`src/rtl/stk_pkg.sv`:
```
// Shared definitions for the stack pointer unit.
// Assumes the operation code is presented for one cycle per stack access.
package stk_pkg;
    typedef enum logic [2:0] {
        STK_NONE = 3'd0,
        STK_PUSH = 3'd1,
        STK_POP  = 3'd2,
        STK_CALL = 3'd3,
        STK_RET  = 3'd4
    } stk_op_e;
endpackage

```
`src/rtl/stk_next.sv`:
```
// Next-state and access logic for the stack pointer.
// Writes use the current pointer then step down; reads step up then use
// the new pointer. The halted flag freezes the pointer and blocks writes.
module stk_next #(
    parameter int PTR_W = 16,
    parameter int LANES = 2
) (
    input  logic [PTR_W-1:0]  sp,
    input  stk_pkg::stk_op_e  op,
    input  logic              halted,
    output logic [PTR_W-1:0]  sp_nxt,
    output logic [PTR_W-1:0]  acc_ptr,
    output logic              we,
    output logic              re,
    output logic [LANES-1:0]  be
);
    import stk_pkg::*;

    localparam logic [PTR_W-1:0] PTR_ONE  = {{(PTR_W-1){1'b0}}, 1'b1};
    localparam logic [LANES-1:0] BE_LOW   = {{(LANES-1){1'b0}}, 1'b1};
    localparam logic [LANES-1:0] BE_WORD  = {LANES{1'b1}};

    logic grow_down;
    logic grow_up;
    logic wide;

    // Classify the operation.
    always_comb begin
        grow_down = (op == STK_PUSH) || (op == STK_CALL);
        grow_up   = (op == STK_POP)  || (op == STK_RET);
        wide      = (op == STK_CALL) || (op == STK_RET);
    end

    // Select the access pointer, strobes and next pointer value.
    always_comb begin
        sp_nxt  = sp;
        acc_ptr = sp;
        we      = 1'b0;
        re      = 1'b0;
        be      = '0;
        if (grow_down) begin
            be = wide ? BE_WORD : BE_LOW;
            if (!halted) begin
                we     = 1'b1;
                sp_nxt = sp - PTR_ONE;
            end
        end else if (grow_up) begin
            be = wide ? BE_WORD : BE_LOW;
            re = 1'b1;
            if (!halted) begin
                acc_ptr = sp + PTR_ONE;
                sp_nxt  = sp + PTR_ONE;
            end
        end
    end
endmodule

```
`src/rtl/stk_addr.sv`:
```
// Forms the wide memory address from the stack access pointer.
// Assumes the stack page occupies the top of memory: the upper bits are
// tied to a fixed fill value.
module stk_addr #(
    parameter int               PTR_W  = 16,
    parameter int               ADDR_W = 24,
    parameter logic [ADDR_W-PTR_W-1:0] HI_FILL = '1
) (
    input  logic [PTR_W-1:0]  acc_ptr,
    output logic [ADDR_W-1:0] addr
);
    // Concatenate fixed page bits with the pointer.
    always_comb addr = {HI_FILL, acc_ptr};
endmodule

```
`src/rtl/stack_ptr_unit.sv`:
```
// Stack pointer unit: holds the pointer, drives stack memory address and
// strobes for push, pop, call and return. Assumes the program counter
// raises pc_halted during the second cycle of a two-cycle return.
module stack_ptr_unit #(
    parameter int PTR_W  = 16,
    parameter int ADDR_W = 24,
    parameter int LANES  = 2
) (
    input  logic              clk,
    input  logic              rst_n,
    input  logic [2:0]        stk_op,
    input  logic              pc_halted,
    output logic [ADDR_W-1:0] mem_addr,
    output logic              mem_we,
    output logic              mem_re,
    output logic [LANES-1:0]  mem_be,
    output logic [PTR_W-1:0]  sp_value
);
    import stk_pkg::*;

    localparam int HI_W = ADDR_W - PTR_W;
    localparam logic [PTR_W-1:0] PTR_ONE = {{(PTR_W-1){1'b0}}, 1'b1};

    stk_op_e          op_e;
    logic [PTR_W-1:0] sp_q;
    logic [PTR_W-1:0] sp_d;
    logic [PTR_W-1:0] acc_ptr;

    // Decode the raw code; unused codes act as no operation.
    always_comb op_e = (stk_op > 3'd4) ? STK_NONE : stk_op_e'(stk_op);

    stk_next #(.PTR_W(PTR_W), .LANES(LANES)) u_next (
        .sp      (sp_q),
        .op      (op_e),
        .halted  (pc_halted),
        .sp_nxt  (sp_d),
        .acc_ptr (acc_ptr),
        .we      (mem_we),
        .re      (mem_re),
        .be      (mem_be)
    );

    stk_addr #(.PTR_W(PTR_W), .ADDR_W(ADDR_W), .HI_FILL({HI_W{1'b1}})) u_addr (
        .acc_ptr (acc_ptr),
        .addr    (mem_addr)
    );

    // Pointer register, reset to the top of the stack page.
    always_ff @(posedge clk) begin
        if (!rst_n) sp_q <= '1;
        else        sp_q <= sp_d;
    end

    assign sp_value = sp_q;

    // Write operations lower the pointer by one.
    p_down_step_r2: assert property (@(posedge clk) disable iff (!rst_n)
        ((op_e == STK_PUSH || op_e == STK_CALL) && !pc_halted)
        |=> (sp_q == $past(sp_q) - PTR_ONE));

    // The written slot sits one above the new pointer.
    p_write_slot_r3: assert property (@(posedge clk) disable iff (!rst_n)
        mem_we |=> ($past(mem_addr[PTR_W-1:0]) == sp_q + PTR_ONE));

    // Reads leave the pointer at the address just read.
    p_read_slot_r4: assert property (@(posedge clk) disable iff (!rst_n)
        ((op_e == STK_POP || op_e == STK_RET) && !pc_halted)
        |=> (sp_q == $past(mem_addr[PTR_W-1:0])));

    // Halted second return cycle reads the same word as the first.
    p_ret_repeat_r5: assert property (@(posedge clk) disable iff (!rst_n)
        (op_e == STK_RET && !pc_halted) ##1 (op_e == STK_RET && pc_halted)
        |-> (mem_addr == $past(mem_addr)));

    // Halt freezes the pointer.
    p_halt_hold_r6: assert property (@(posedge clk) disable iff (!rst_n)
        pc_halted |=> $stable(sp_q));

    // No write while halted.
    p_halt_nowrite_r6: assert property (@(posedge clk) disable iff (!rst_n)
        pc_halted |-> !mem_we);

    // Idle codes keep the pointer and strobes quiet.
    p_idle_hold_r9: assert property (@(posedge clk) disable iff (!rst_n)
        (op_e == STK_NONE) |=> $stable(sp_q));

    p_idle_quiet_r9: assert property (@(posedge clk) disable iff (!rst_n)
        (op_e == STK_NONE) |-> (!mem_we && !mem_re));
endmodule

```
`config.mk`:
```
export PLATFORM = sky130hd
export DESIGN_NAME = stack_ptr_unit
export DESIGN_NICKNAME = d
export VERILOG_FILES = /design/src/rtl/stk_pkg.sv /design/src/rtl/stk_next.sv /design/src/rtl/stk_addr.sv /design/src/rtl/stack_ptr_unit.sv
export SDC_FILE = /design/constraint.sdc
export NUM_CORES = 1
export LEC_CHECK = 0
export BUFFER_PORTS_ARGS = -buffer_cell sky130_fd_sc_hd__buf_4
export CORE_MARGIN = 2
export CORE_UTILIZATION = 49
export CTS_BUF_LIST = sky130_fd_sc_hd__clkbuf_8 sky130_fd_sc_hd__clkbuf_16
export DETAILED_ROUTE_END_ITERATION = 10
export GPL_TIMING_DRIVEN = 0
export PLACE_DENSITY = 0.87
export SKIP_LAST_GASP = 1
export SLEW_MARGIN = 20
export SYNTH_ARGS = -nofsm -noshare
export SYNTH_HDL_FRONTEND = slang
export SYNTH_SLANG_ARGS = --single-unit
```
`constraint.sdc`:
```
create_clock -name clk -period 2.5 [get_ports clk]
set_clock_uncertainty 0.2 [all_clocks]
set_input_delay 0.25 -clock clk [delete_from_list [all_inputs] [get_ports clk]]
set_output_delay 0.25 -clock clk [all_outputs]
set_load 0.02 [all_outputs]
```
# Word level (Yosys, flattened, before mapping)
# Cells that the tools add are included.
[totals]
register_bits = 16
latchBits = 0
ramBits = 0
rom_bits = 0
inputBits = 6
output_inout_bits = 44
elab_cells = 25
mem_count = 0
[classes]
n_addsub = 2
mul = 0
n_div = 0
order_cmp = 1
n_eq_ne = 5
shifts = 0
mux = 13
bitwise = 0
reduce_logical = 3
[op_table]
columns = ["cell", "n"]
rows = [
  ["16-bit two-way mux", 5],
  ["16-bit by 1-bit adder with 16-bit output, second input constant", 1],
  ["16-bit by 1-bit subtractor with 16-bit output, second input constant", 1],
  ["3-bit by 2-bit equality test with 1-bit output, second input constant", 2],
  ["2-bit two-way mux", 3],
  ["1-bit two-way mux", 4],
  ["3-bit by 1-bit equality test with 1-bit output, second input constant", 1],
  ["3-bit equality test, second input constant", 1],
  ["3-bit greater-than comparator, second input constant", 1],
  ["1-bit logical OR", 3],
  ["3-bit two-way mux", 1],
  ["2-bit != test, second input constant", 1],
]

# Longest topological paths before layout
[depth]
word_depth = 7
mapped_depth = 7
ltp_nobuf = 6

# Modules after synthesis
# A second synthesis with hierarchy kept.
[unflattened]
cells_unflattened = 195
hier_area_um2 = 1505.2
[by_module_without_submodules]
columns = ["mod", "n_inst", "cells_each", "area_per_inst_um2", "seq_area_each_um2"]
rows = [
  ["stk_next", 1, 134, 869.6, 0.0],
  ["stack_ptr_unit", 1, 36, 451.7, 320.3],
  ["stk_addr", 1, 25, 183.9, 0.0],
]

# Least setup slack after synthesis
# OpenSTA, ideal clock, no wires.
[synth_timing]
path_type = "register to output"
start = "register sp_q[0], in the netlist sp_value[0]"
end = "output port mem_addr[14]"
arrival_ns = 1.926
required_ns = 2.050
setup_slack_ns = 0.124
path_stages_with_launch = 6
path_buffers = 0
path_cell_list = "dfxtp_1 ha_1 nor3b_1 nand2_1 nor4_1 xor2_1"
[synth_between]
elab_chain_len = 4
[synth_rtl]
columns = ["element", "line", "text"]
rows = [
  ["start: declaration", "stack_ptr_unit.sv:25", "logic [PTR_W-1:0] sp_q;"],
  ["start signal: assignment", "stack_ptr_unit.sv:51", "else sp_q <= sp_d;"],
  ["16-bit by 1-bit adder with 16-bit output", "stk_next.sv:51", "acc_ptr = sp + PTR_ONE;"],
  ["16-bit two-way mux", "stk_next.sv:50", "if (!halted) begin"],
  ["16-bit two-way mux", "stk_next.sv:47", "end else if (grow_up) begin"],
  ["16-bit two-way mux", "stk_next.sv:41", "if (grow_down) begin"],
  ["end: declaration", "stack_ptr_unit.sv:13", "output logic [ADDR_W-1:0] mem_addr,"],
]
# No other way between the ends.

# Worst setup path in the final report
[layout_timing]
start = "register sp_q[1], in the netlist sp_value[1]"
end = "output port mem_addr[14]"
# Same word-level chain as after synthesis.

==> metrics.md <==
| Metric | Value |
|---|---|
| CP Data Required Time | between 2000 and 2500 ps |
| Most frequent cells in the layout | buf_4, nand2_1, xnor2_1 |
| Register bit total from synthesis | 16 |
| Status | finished, final reports clean |
| R2r worst-path depth | 6 |
| Busiest grt layer | met2 |
| Clock transition at the registers of the reported paths | roughly 60 ps |
| Hold Vio Cnt, Final | 0 |
| Asr flop ratio synth | 0% |
| Slew HR | a little over a third |
| Post-route ant nets | 0 |
| Die Ht | between 50 and 60 um |
| Nets@finish | 230 |
| Largest net degree at the start of global routing | 11 |
| Crit Path Max Fanout | 8 |
| Root Driver | clkbuf_8 |
| Worst Tran Pin Value | around 960 ps |
| Pins Over Slew Limit | 0 |
| Die X | 55.83 um |
| Fmax | 429.7 MHz |
| # rows | 18 |
| DIE AREA | about 3100 sq um |
| Post-synth EDFFs | 0 |
| Synth Flop Type | dfxtp_1 |
| Ys Warns | 0 |
| Hold Crit Depth | 2 |
| VDD IR max | 305.3 uV |
| Initial antenna violation count | 0 |
| Port bufs | 39 |
| Avg Vias per Cell | approximately 5.5 |
| Critical Path AT | approximately 1900 ps |
| M1 GR Usage | 25.74% |
| P&R area growth vs syn | 33.65% |
| Clock sinks | 16 |
| Met3 Track Usage GR | 3.256% |
| Layout cell share with drive strength beyond 1 | approximately a third |
| DRC | 0 |
| PnR worst setup slack | 172.6 ps |
| Most common cell after layout, fill and taps aside | buf_4 |
| Post-Synthesis Cells | ~170 |
| Post-Syn Area | between 1000 and 1500 sq um |
| Period utilisation layout | between 90% and 100% |
| Setup tns final | 0 ps |
| CP Class | register to output port |
| Share of the synthesized area in the top cell type | between 20% and 30% |
| Global-route wire length before repair | around 5500 um |
| ANT cells | 0 |
| CTS tree | built |
| Starting density of the core | 52.18% |
| Initial drt markers | 51 |
| Power density over cell area | roughly 520 nW/um^2 |
| Top Ports | 50 |
| Leakage | ~0.76 nW |
| Vias | around 1400 |
| WL per Instance | about 14 um |
| Unique masters post-synth | between 40 and 50 |
| Core Util, Final | between 60 and 70% |
| Skew-Pair Late Insertion Delay | 250 ps |
| Max Cap Violations | 0 |
| Worst hold path class | input port to register |
| Area leader, netlist | dfxtp_1 |
| Number of global-route vias before repair | 1262 |
| Syn Area/Cell | 7.882 sq um |
| Overall power | between 0.9 and 1 mW |
| # setup viols final | 0 |
| Gp weighted congestion | 0.8556 |
| Pre-CTS WS | around 45 ps |
| Largest register FFs | 16 |
| Final Critical Period | 2327 ps |
| All-Layer GR Usage | roughly a fifth |
| CTS Buf Count | 3 |
| GRT met2 Usage | 36.90% |
| Seq/Total Area, Yosys | 24.33% |
| WL final | approximately 3400 um |
| Grt ovf | 0 |
| Worst setup EP type | output port |
| Area contributors post-synth | dfxtp_1, xnor2_1, nand2_1 |
| Maximum clock insertion buffer count | 2 |
| CP startpoint kind | register |
| H-tree levels | 1 |
| Core ar. | between 2000 and 3000 sq um |
| Final HPWL DP | between 2000 and 2500 um |
| First-pass DRT Iterations | 4 |
==> cell type report <==
type	instances	area, sq um
buffer	17	112.6
clock buffer	3	41.29
fill	221	763.2
inverter	5	18.77
multi-input combinational	136	902.1
sequential	16	324.1
tap	30	37.54
timing repair buffer	43	322.8
==> stage by stage <==
stage / cell area [sq um] / cells / hold WS, ps
after floorplan: 1343 / 174 / 310.6
after global placement: 1673 / 243 / 360.9
after detailed placement: 1673 / 243 / 371.6
after CTS: 1753 / 250 / 149.1
after global routing: 1759 / 250 / 167.7
final: 1759 / 250 / 153.6
==> cell usage after synthesis, types with 2 or more instances <==
master and instances:
nor3_1 3, buf_2 2, xor2_1 8, nor2_1 8, inv_1 5, a21oi_1 4, o21ai_0 4, nand4_1 2
nand2b_1 4, xnor2_1 18, nand3_1 6, nor2b_1 2, clkbuf_1 3, dfxtp_1 16, a31oi_1 2, nor4b_4 2
mux2_2 2, nand3b_1 2, nor3b_1 2, ha_1 2, nand2_1 26, buf_6 2, o22ai_1 2, a32oi_1 4
nor4_1 4, and3_1 5, and4_1 2, buf_4 8
==> critical path, cell delays in order, from the launching register on <==
cell     delay, ps
dfxtp_2        420
ha_1           170
nor3b_2        210
nand2_1        130
nor4_2         360
xor2_1         180
buf_4          160
==> repair_timing <==
item,in CTS,in global routing
gates cloned,0,0
hold buffers,0,0
hold endpoints to repair,0,0
endpoints found under the setup margin,3,6
gates resized for setup,3,2
setup buffers,4,0
==> power by group <==
| group | switching, mW | internal, mW | leakage, nW |
|---|---|---|---|
| registers | 0.0329 | 0.277 | 0.130 |
| logic | 0.234 | 0.187 | 0.606 |
| clock network | 0.0860 | 0.107 | 0.0216 |
| total | 0.352 | 0.571 | 0.757 |
==> path summary, 6_finish.rpt <==
path	startpoint	endpoint	slack, ps
setup / recovery	sp_value[1]$_SDFFE_PN1P_	mem_addr[14]	170
hold / removal	rst_n	sp_value[0]$_SDFFE_PN1P_	150
setup reg to reg	sp_value[2]$_SDFFE_PN1P_	sp_value[8]$_SDFFE_PN1P_	200
hold reg to reg	sp_value[3]$_SDFFE_PN1P_	sp_value[3]$_SDFFE_PN1P_	360
==> per-layer routing <==
metal  part of all wire, %  vias up
li1                      -      671
met1                    41      613
met2                    47       81
met3                   9.0       11
met4                   3.3        0
met5                     0        -
==> cells by family (layout without fill, tap and decap cells) <==
| family | count (synthesis) | in the layout | share of synthesized area, % |
|---|---|---|---|
| flops | 16 | 16 | 24.33 |
| other cells | 1 | 8 | 0.2849 |
| mux | 2 | 2 | 1.711 |
| compound gates | 22 | 22 | 11.03 |
| fa+ha+maj | 2 | 2 | 1.901 |
| xor+xnor | 26 | 26 | 17.30 |
| simple gates | 76 | 76 | 33.46 |
| buf+inv | 22 | 68 | 9.981 |
No activity file was read; power rests on OpenSTA's default activity.
